<file path="src/rtl/rqd_pkg.sv">
// Shared widths, field records and code points for the request decoder.
package rqd_pkg;
    localparam int RQ_W      = 12;
    localparam int BANK_W    = 3;
    localparam int COL_W     = 8;
    localparam int SUB_W     = 4;
    localparam int ROW_W     = 16;
    localparam int SROW_W    = 2;
    localparam int MASK_W    = 8;
    localparam int ROP_W     = 3;
    localparam int MOP_W     = 2;
    localparam int DLY_DEPTH = 4;
    localparam int DLY_W     = $clog2(DLY_DEPTH);
    localparam int PKT_W     = 2 * RQ_W;

    // Miscellaneous subcommand code points (first-half bits 3..0)
    localparam logic [3:0] XOP_CAL_START  = 4'h1;
    localparam logic [3:0] XOP_CAL_SAMPLE = 4'h2;
    localparam logic [3:0] XOP_CAL_STOP   = 4'h3;
    localparam logic [3:0] XOP_POWER_DOWN = 4'h4;

    typedef enum logic [2:0] {
        K_NOP, K_COL, K_MISC, K_PRF, K_ACT, K_MWR
    } pkt_kind_e;

    typedef struct packed {
        logic              wr;
        logic [BANK_W-1:0] bank;
        logic [COL_W-1:0]  addr;
        logic [SUB_W-1:0]  sub;
    } col_cmd_t;

    typedef struct packed {
        logic [BANK_W-1:0] bank;
        logic [ROW_W-1:0]  row;
        logic [SROW_W-1:0] subrow;
    } act_cmd_t;

    typedef struct packed {
        logic [BANK_W-1:0] bank;
        logic [COL_W-1:0]  addr;
        logic [SUB_W-1:0]  sub;
        logic [MASK_W-1:0] mask;
    } mwr_cmd_t;

    typedef struct packed {
        logic [BANK_W-1:0] bank;
        logic [ROP_W-1:0]  op;
    } ref_cmd_t;
endpackage

</file>
<file path="src/rtl/rqd_capture.sv">
// Double-edge capture of the request bus.
// The first half is latched on the falling edge and the second half is used
// straight from the pins on the rising edge. Both are inverted so that the
// outputs are logic-1 true. Assumes the bus is stable around each edge.
module rqd_capture
    import rqd_pkg::*;
(
    input  logic             clk,
    input  logic             rst_n,
    input  logic [RQ_W-1:0]  rq_n,
    output logic [RQ_W-1:0]  first_half,
    output logic [PKT_W-1:0] packet
);
    logic [RQ_W-1:0] first_q;

    // Hold the inverted falling-edge half until the next rising edge
    always_ff @(negedge clk) begin
        if (!rst_n) first_q <= '0;
        else        first_q <= ~rq_n;
    end

    assign first_half = first_q;
    assign packet     = {first_q, ~rq_n};
endmodule

</file>
<file path="src/rtl/rqd_classify.sv">
// Combinational packet classifier and field extractor.
// Takes one assembled packet (logic-1 true) and produces per-class valid
// flags, delays and field records. It drops malformed packets and flags them
// on bad_cmd. Holds no state.
module rqd_classify
    import rqd_pkg::*;
(
    input  logic [PKT_W-1:0] packet,
    output logic             col_vld,
    output logic [DLY_W-1:0] col_dly,
    output col_cmd_t         col,
    output logic             act_vld,
    output logic [DLY_W-1:0] act_dly,
    output act_cmd_t         act,
    output logic             mwr_vld,
    output mwr_cmd_t         mwr,
    output logic             pre_vld,
    output logic [DLY_W-1:0] pre_dly,
    output logic [BANK_W-1:0] pre_bank,
    output logic             ref_vld,
    output logic [DLY_W-1:0] ref_dly,
    output ref_cmd_t         refr,
    output logic             misc_vld,
    output logic [MOP_W-1:0] misc_op,
    output logic             bad_cmd
);
    logic [RQ_W-1:0] hi, lo;
    pkt_kind_e       kind;
    logic            pre_en, ref_en, same_bank, misc_ok;

    assign hi = packet[PKT_W-1:RQ_W];
    assign lo = packet[RQ_W-1:0];

    // Decode the variable-length opcode prefix
    always_comb begin
        if (hi[11])      kind = K_MWR;
        else if (hi[10]) kind = K_ACT;
        else begin
            case (hi[9:8])
                2'b00:   kind = K_NOP;
                2'b01:   kind = K_COL;
                2'b10:   kind = K_MISC;
                default: kind = K_PRF;
            endcase
        end
    end

    // Column fields: high column bits arrive in reverse order
    assign col_vld   = (kind == K_COL);
    assign col_dly   = DLY_W'(lo[11]);
    assign col.wr    = hi[7];
    assign col.bank  = hi[2:0];
    assign col.addr  = {hi[3], hi[4], hi[5], hi[6], lo[7:4]};
    assign col.sub   = lo[3:0];

    // Row activate fields: upper row bits spread over the first half
    assign act_vld    = (kind == K_ACT);
    assign act_dly    = DLY_W'(lo[11]);
    assign act.bank   = hi[2:0];
    assign act.row    = {hi[3], hi[4], hi[5], hi[6], hi[7], hi[8], hi[9], lo[10:2]};
    assign act.subrow = lo[1:0];

    // Masked write fields: mask split across both halves, never delayed
    assign mwr_vld  = (kind == K_MWR);
    assign mwr.bank = hi[2:0];
    assign mwr.addr = {hi[3], hi[4], hi[5], hi[6], lo[7:4]};
    assign mwr.sub  = lo[3:0];
    assign mwr.mask = {lo[11:8], hi[10:7]};

    // Precharge/refresh pair with same-bank rejection
    assign pre_en    = lo[11];
    assign ref_en    = |lo[10:8];
    assign same_bank = pre_en && ref_en && (hi[2:0] == lo[2:0]);
    assign pre_vld   = (kind == K_PRF) && pre_en && !same_bank;
    assign ref_vld   = (kind == K_PRF) && ref_en && !same_bank;
    assign pre_dly   = hi[7:6];
    assign pre_bank  = hi[2:0];
    assign ref_dly   = lo[7:6];
    assign refr.bank = lo[2:0];
    assign refr.op   = lo[10:8];

    // Map the four legal miscellaneous codes to an operation index
    always_comb begin
        misc_ok = 1'b1;
        case (hi[3:0])
            XOP_CAL_START:  misc_op = 2'd0;
            XOP_CAL_SAMPLE: misc_op = 2'd1;
            XOP_CAL_STOP:   misc_op = 2'd2;
            XOP_POWER_DOWN: misc_op = 2'd3;
            default: begin
                misc_op = 2'd0;
                misc_ok = 1'b0;
            end
        endcase
    end

    assign misc_vld = (kind == K_MISC) && misc_ok;
    assign bad_cmd  = ((kind == K_MISC) && !misc_ok) || ((kind == K_PRF) && same_bank);
endmodule

</file>
<file path="src/rtl/rqd_delay_line.sv">
// Per-class delay line with DEPTH slots. Slot 0 is the output.
// A command with delay d is written to slot d. Every other slot moves one
// place toward the output each cycle. If the target slot will already be
// filled by an older command, the new one is dropped and collide is raised
// for that cycle. Assumes in_dly < DEPTH.
module rqd_delay_line #(
    parameter int W     = 8,
    parameter int DEPTH = 4
) (
    input  logic                     clk,
    input  logic                     rst_n,
    input  logic                     in_vld,
    input  logic [$clog2(DEPTH)-1:0] in_dly,
    input  logic [W-1:0]             in_data,
    output logic                     out_vld,
    output logic [W-1:0]             out_data,
    output logic                     collide
);
    localparam int IW = $clog2(DEPTH);

    logic [DEPTH-1:0] vld_q;
    logic [W-1:0]     dat_q [DEPTH];
    logic [DEPTH-1:0] coll_vec;

    for (genvar i = 0; i < DEPTH; i++) begin : g_slot
        logic         up_v;
        logic [W-1:0] up_d;
        logic         hit;
        logic         v_q;
        logic [W-1:0] d_q;

        if (i == DEPTH - 1) begin : g_last
            assign up_v = 1'b0;
            assign up_d = '0;
        end else begin : g_inner
            assign up_v = vld_q[i+1];
            assign up_d = dat_q[i+1];
        end

        assign hit         = in_vld && (in_dly == IW'(i));
        assign coll_vec[i] = hit && up_v;

        // Load a new command into a free slot, otherwise shift toward output
        always_ff @(posedge clk) begin
            if (!rst_n) begin
                v_q <= 1'b0;
                d_q <= '0;
            end else if (hit && !up_v) begin
                v_q <= 1'b1;
                d_q <= in_data;
            end else begin
                v_q <= up_v;
                d_q <= up_d;
            end
        end

        assign vld_q[i] = v_q;
        assign dat_q[i] = d_q;
    end

    assign out_vld  = vld_q[0];
    assign out_data = dat_q[0];
    assign collide  = |coll_vec;
endmodule

</file>
<file path="src/rtl/rqd_top.sv">
// Request packet decoder top.
// Captures the double-edge request bus, classifies each packet, routes the
// delayable classes through their own delay lines and registers the
// undelayable ones. Every strobe lasts one cycle. err_o gathers malformed
// packets and same-class collisions. Reset is synchronous and active low.
module rqd_top
    import rqd_pkg::*;
(
    input  logic              clk,
    input  logic              rst_n,
    input  logic [RQ_W-1:0]   rq_n,
    output logic              col_vld_o,
    output logic              col_wr_o,
    output logic [BANK_W-1:0] col_bank_o,
    output logic [COL_W-1:0]  col_addr_o,
    output logic [SUB_W-1:0]  col_sub_o,
    output logic              act_vld_o,
    output logic [BANK_W-1:0] act_bank_o,
    output logic [ROW_W-1:0]  act_row_o,
    output logic [SROW_W-1:0] act_subrow_o,
    output logic              mwr_vld_o,
    output logic [BANK_W-1:0] mwr_bank_o,
    output logic [COL_W-1:0]  mwr_addr_o,
    output logic [SUB_W-1:0]  mwr_sub_o,
    output logic [MASK_W-1:0] mwr_mask_o,
    output logic              pre_vld_o,
    output logic [BANK_W-1:0] pre_bank_o,
    output logic              ref_vld_o,
    output logic [BANK_W-1:0] ref_bank_o,
    output logic [ROP_W-1:0]  ref_op_o,
    output logic              misc_vld_o,
    output logic [MOP_W-1:0]  misc_op_o,
    output logic              err_o
);
    logic [RQ_W-1:0]   first_half;
    logic [PKT_W-1:0]  packet;

    logic              d_col_vld, d_act_vld, d_mwr_vld, d_pre_vld, d_ref_vld, d_misc_vld;
    logic [DLY_W-1:0]  d_col_dly, d_act_dly, d_pre_dly, d_ref_dly;
    col_cmd_t          d_col, q_col;
    act_cmd_t          d_act, q_act;
    mwr_cmd_t          d_mwr, mwr_q;
    ref_cmd_t          d_ref, q_ref;
    logic [BANK_W-1:0] d_pre_bank, q_pre_bank;
    logic [MOP_W-1:0]  d_misc_op, misc_op_q;
    logic              bad_cmd;
    logic              coll_col, coll_act, coll_pre, coll_ref;
    logic              mwr_v_q, misc_v_q, err_q;

    rqd_capture u_cap (
        .clk        (clk),
        .rst_n      (rst_n),
        .rq_n       (rq_n),
        .first_half (first_half),
        .packet     (packet)
    );

    rqd_classify u_cls (
        .packet   (packet),
        .col_vld  (d_col_vld),
        .col_dly  (d_col_dly),
        .col      (d_col),
        .act_vld  (d_act_vld),
        .act_dly  (d_act_dly),
        .act      (d_act),
        .mwr_vld  (d_mwr_vld),
        .mwr      (d_mwr),
        .pre_vld  (d_pre_vld),
        .pre_dly  (d_pre_dly),
        .pre_bank (d_pre_bank),
        .ref_vld  (d_ref_vld),
        .ref_dly  (d_ref_dly),
        .refr     (d_ref),
        .misc_vld (d_misc_vld),
        .misc_op  (d_misc_op),
        .bad_cmd  (bad_cmd)
    );

    rqd_delay_line #(.W($bits(col_cmd_t)), .DEPTH(DLY_DEPTH)) u_dl_col (
        .clk (clk), .rst_n (rst_n),
        .in_vld (d_col_vld), .in_dly (d_col_dly), .in_data (d_col),
        .out_vld (col_vld_o), .out_data (q_col), .collide (coll_col)
    );

    rqd_delay_line #(.W($bits(act_cmd_t)), .DEPTH(DLY_DEPTH)) u_dl_act (
        .clk (clk), .rst_n (rst_n),
        .in_vld (d_act_vld), .in_dly (d_act_dly), .in_data (d_act),
        .out_vld (act_vld_o), .out_data (q_act), .collide (coll_act)
    );

    rqd_delay_line #(.W(BANK_W), .DEPTH(DLY_DEPTH)) u_dl_pre (
        .clk (clk), .rst_n (rst_n),
        .in_vld (d_pre_vld), .in_dly (d_pre_dly), .in_data (d_pre_bank),
        .out_vld (pre_vld_o), .out_data (q_pre_bank), .collide (coll_pre)
    );

    rqd_delay_line #(.W($bits(ref_cmd_t)), .DEPTH(DLY_DEPTH)) u_dl_ref (
        .clk (clk), .rst_n (rst_n),
        .in_vld (d_ref_vld), .in_dly (d_ref_dly), .in_data (d_ref),
        .out_vld (ref_vld_o), .out_data (q_ref), .collide (coll_ref)
    );

    // Register the undelayable classes and the combined error strobe
    always_ff @(posedge clk) begin
        if (!rst_n) begin
            mwr_v_q   <= 1'b0;
            mwr_q     <= '0;
            misc_v_q  <= 1'b0;
            misc_op_q <= '0;
            err_q     <= 1'b0;
        end else begin
            mwr_v_q   <= d_mwr_vld;
            mwr_q     <= d_mwr;
            misc_v_q  <= d_misc_vld;
            misc_op_q <= d_misc_op;
            err_q     <= bad_cmd | coll_col | coll_act | coll_pre | coll_ref;
        end
    end

    assign col_wr_o     = q_col.wr;
    assign col_bank_o   = q_col.bank;
    assign col_addr_o   = q_col.addr;
    assign col_sub_o    = q_col.sub;
    assign act_bank_o   = q_act.bank;
    assign act_row_o    = q_act.row;
    assign act_subrow_o = q_act.subrow;
    assign mwr_vld_o    = mwr_v_q;
    assign mwr_bank_o   = mwr_q.bank;
    assign mwr_addr_o   = mwr_q.addr;
    assign mwr_sub_o    = mwr_q.sub;
    assign mwr_mask_o   = mwr_q.mask;
    assign pre_bank_o   = q_pre_bank;
    assign ref_bank_o   = q_ref.bank;
    assign ref_op_o     = q_ref.op;
    assign misc_vld_o   = misc_v_q;
    assign misc_op_o    = misc_op_q;
    assign err_o        = err_q;
endmodule

</file>
<file path="config.mk">
export PLATFORM = sky130hd
export DESIGN_NAME = rqd_top
export DESIGN_NICKNAME = d
export VERILOG_FILES = /design/src/rtl/rqd_pkg.sv /design/src/rtl/rqd_capture.sv /design/src/rtl/rqd_classify.sv /design/src/rtl/rqd_delay_line.sv /design/src/rtl/rqd_top.sv
export SDC_FILE = /design/constraint.sdc
export NUM_CORES = 1
export LEC_CHECK = 0
export ABC_AREA = 0
export BUFFER_PORTS_ARGS = -buffer_cell sky130_fd_sc_hd__buf_2
export CORE_AREA = 4 4 165 167
export CTS_CLUSTER_DIAMETER = 80
export DETAILED_ROUTE_END_ITERATION = 6
export DIE_AREA = 0 0 169 171
export GPL_ROUTABILITY_DRIVEN = 0
export MAX_ROUTING_LAYER = met4
export PLACE_DENSITY = 0.6
export SLEW_MARGIN = 20
export SYNTH_ARGS = -nofsm -noshare
export SYNTH_HDL_FRONTEND = slang
export SYNTH_HIERARCHICAL = 1
export SYNTH_SLANG_ARGS = --single-unit
</file>
<file path="constraint.sdc">
create_clock -name clk -period 2.3 [get_ports clk]
set_input_delay 0 -clock clk [delete_from_list [all_inputs] [get_ports clk]]
set_output_delay 0 -clock clk [all_outputs]
set_load 0.005 [all_outputs]
</file>
==> out/results.ini <==
[worst_hold_path]
hp-class=in2reg

[sta]
worst_slack_ps=-723
tightest_slew_ps=1690
skew_ps=68.0
setup_viol=125
finalHoldViolCount=0
slew_headroom_pct=-13.6
rsz0062_at_grt=true
drv_slew=22

[worst_setup_path]
end_kind=flop
cp.required_ps=2720
cp_cell_sequence=or3b_4 -> a21oi_4 -> o32ai_1 -> or4_1 -> o21a_1
crit_type=reg2reg
worst-path-buf-inv=0
critPathMaxFanout=4
cpPeakStageDelay_ps=520
crit_path_start_kind=flop
crit_slowest_cell=or4_1
arrival_ps=3440
critical_path.top_delay_family=simple AND/OR/NAND/NOR gates

[global_route]
antenna_found_initial=0
grt-ovfl-total=0
grt_max_degree=76
grt_pass1_wl_um=30400
grt_usage_pct=13.5
grt_pass1_vias=5464

[outcome]
status=finished, violations left
violations=slew limit, setup timing

[final_layout]
fin_area_mm2=0.0109
syn_to_final_growth_pct=18.9
fin_nets=957
multi_input_area_mm2=0.00351
fillers=2453
drive_above_1_share_pct=25.0
regArea_mm2=0.00482
antenna_cells=0

[run]
drv_cap=0

[yosys]
synth_area_per_cell_um2=10.3
ys_seq_area_share_pct=52.5
ys_types=47
synth_area_mm2=0.00915
synth_edf_count=0
yosysWarnings=6
ys_ff_latch=240
ys.flop_type=dfxtp_1
syn_inst=884
async_flop_share_pct=0

[clock_network]
cts_made_buffers=26
clock_sinks=240
clk_pin_slew_worst_paths_ps=60
cts_root_buf=clkbuf_16
cts_tree=built
clock_latency_ps=570
cts_max_path_buffers=3
h-tree-depth=1

[placed_design]
place_ws_ps=-720
dpl_cell_area_mm2=0.00950
hpwl_um=12300
port_buffers=91

[routing]
wirelength_um=19600
drc=0
drtPass1Iterations=4
drt_iter0_markers=369
wl_met3_um=812
met1Wirelength_um=9440
met2_length_um=8850
post_drt_via_cell_ratio=4.43
ant_nets=0
vias=5749
wire_per_inst_um=15.1
highest_layer=met4

[die]
fp.dieArea_mm2=0.0289
coreArea_mm2=0.0258
ioPinCount=92
die_w_um=169
start_util_pct=35.5
die_h_um=171
rows=59

[power_and_ir_drop]
ir_worst_vdd_mv=0.501
p_leak_nw=5.02
powerDensity_mw_per_mm2=818

[worst min-delay path, delay by kind of cell]
kind / cells / cell delay (ps)
buffers and inverters: 3 / 360
and+or+nand+nor: 1 / 140
[layout make-up]
| cell class | instances | area share [%] |
|---|---|---|
| clock buffers | 36 | 7.08 |
| clock inverters | 24 | 1.37 |
| inverters | 12 | 0.414 |
| multi-input cells | 493 | 32.3 |
| flip-flops and latches | 240 | 44.3 |
| well taps | 335 | 3.85 |
| repair buffers | 158 | 10.7 |
[per-stage QoR]
step | setup TNS, ps | total power [mW] | hold slack (ps) | util, % | std cells
floorplan | -38600 | 4.72 | 122 | - | 885
global placement | -48990 | 4.78 | 327 | 36.9 | 1217
detailed placement | -52560 | 4.78 | 324 | 36.9 | 1217
CTS | -57560 | 9.01 | 19.3 | 42.1 | 1297
global route | -70670 | 9.26 | 54.8 | 42.2 | 1298
finish | -60390 | 8.90 | 41.8 | 42.2 | 1298
[kinds of logic (layout without fill, tap and decap cells)]
logic type	Yosys count	in the layout	share of synthesized area [%]
and+or+nand+nor	323	323	18.8
DFF	240	240	52.5
buffers and inverters	152	230	11.1
muxes	142	142	15.5
AOI/OAI and AO/OA	22	22	1.68
xor gates and xnor gates	4	4	0.383
other	1	2	0.0410
[cell usage after synthesis (all sizes together), types with 3 or more instances]
| master | n | area, um^2 |
|---|---|---|
| dfxtp | 240 | 4800 |
| nand2 | 187 | 702 |
| mux2i | 142 | 1420 |
| buf | 116 | 875 |
| and2 | 74 | 463 |
| clkbuf | 23 | 87.6 |
| inv | 13 | 48.8 |
| o21a | 13 | 97.6 |
| nor2b | 9 | 93.8 |
| and3b | 7 | 66.3 |
| and2b | 6 | 45.0 |
| nand4b | 5 | 43.8 |
| nor2 | 5 | 18.8 |
| nor3 | 4 | 42.5 |
| nor3b | 4 | 35.0 |
| o21ai | 4 | 20.0 |
| and4 | 3 | 28.8 |
| and4bb | 3 | 37.5 |
| nand4bb | 3 | 33.8 |
| or4b | 3 | 30.0 |
| xnor2 | 3 | 26.3 |
[registers in the layout, summed over array words and instances (netlist names), 6 cells and up]
register / flops
u_dl_act/g_slot.up_d: 63
u_dl_col/g_slot.up_d: 48
u_dl_act/out_data: 21
u_dl_ref/g_slot.up_d: 18
u_dl_col/out_data: 16
u_cap/first_half: 12
u_dl_pre/g_slot.up_d: 9
mwr_addr_o: 8
mwr_mask_o: 8
u_dl_ref/out_data: 6
[cell usage in the layout (no fill, tap or decap), types with 5 or more instances in the layout]
cell,synthesis,final
nand4b_1,5,5
clkbuf_8,0,6
nand2_1,187,186
clkbuf_16,0,27
o21a_1,13,13
buf_2,12,90
nor2b_4,5,7
dfxtp_1,240,234
and2_1,74,74
buf_4,90,32
and2b_1,6,6
dlygate4sd3_1,0,8
buf_6,5,19
mux2i_1,142,140
inv_1,13,24
[layer usage]
layer	GRT usage (%)	vias to the layer above
met1	18.3	2709
li1	-	2891
met3	2.03	31
met5	-	-
met2	21.4	118
met4	3.54	0
[final timing paths]
check / from / end / slack (ps) / cells past startpoint
setup / recovery: u_cap/first_half[1] / err_o / -720 / 5
hold / removal: rq_n[0] / u_dl_ref/g_slot[2].up_d[3] / 40 / 4
setup reg to reg: u_cap/first_half[1] / err_o / -720 / 5
hold reg to reg: u_dl_ref/g_slot[0].up_d[3] / u_dl_ref/out_data[3] / 430 / 2
[where the power goes]
group / switching (mW) / internal [mW]
clock network: 1.70 / 2.49
registers: 0.0308 / 4.22
logic: 0.264 / 0.201
[repair_timing]
action,in CTS,in global routing
pin swaps,6,10
hold buffers,8,0
setup endpoints to repair,125,126
setup buffers,10,7
gates cloned,4,0
resized for setup,48,14
hold endpoints to repair,41,0
Note: power is estimated with default switching activity, not from simulation.
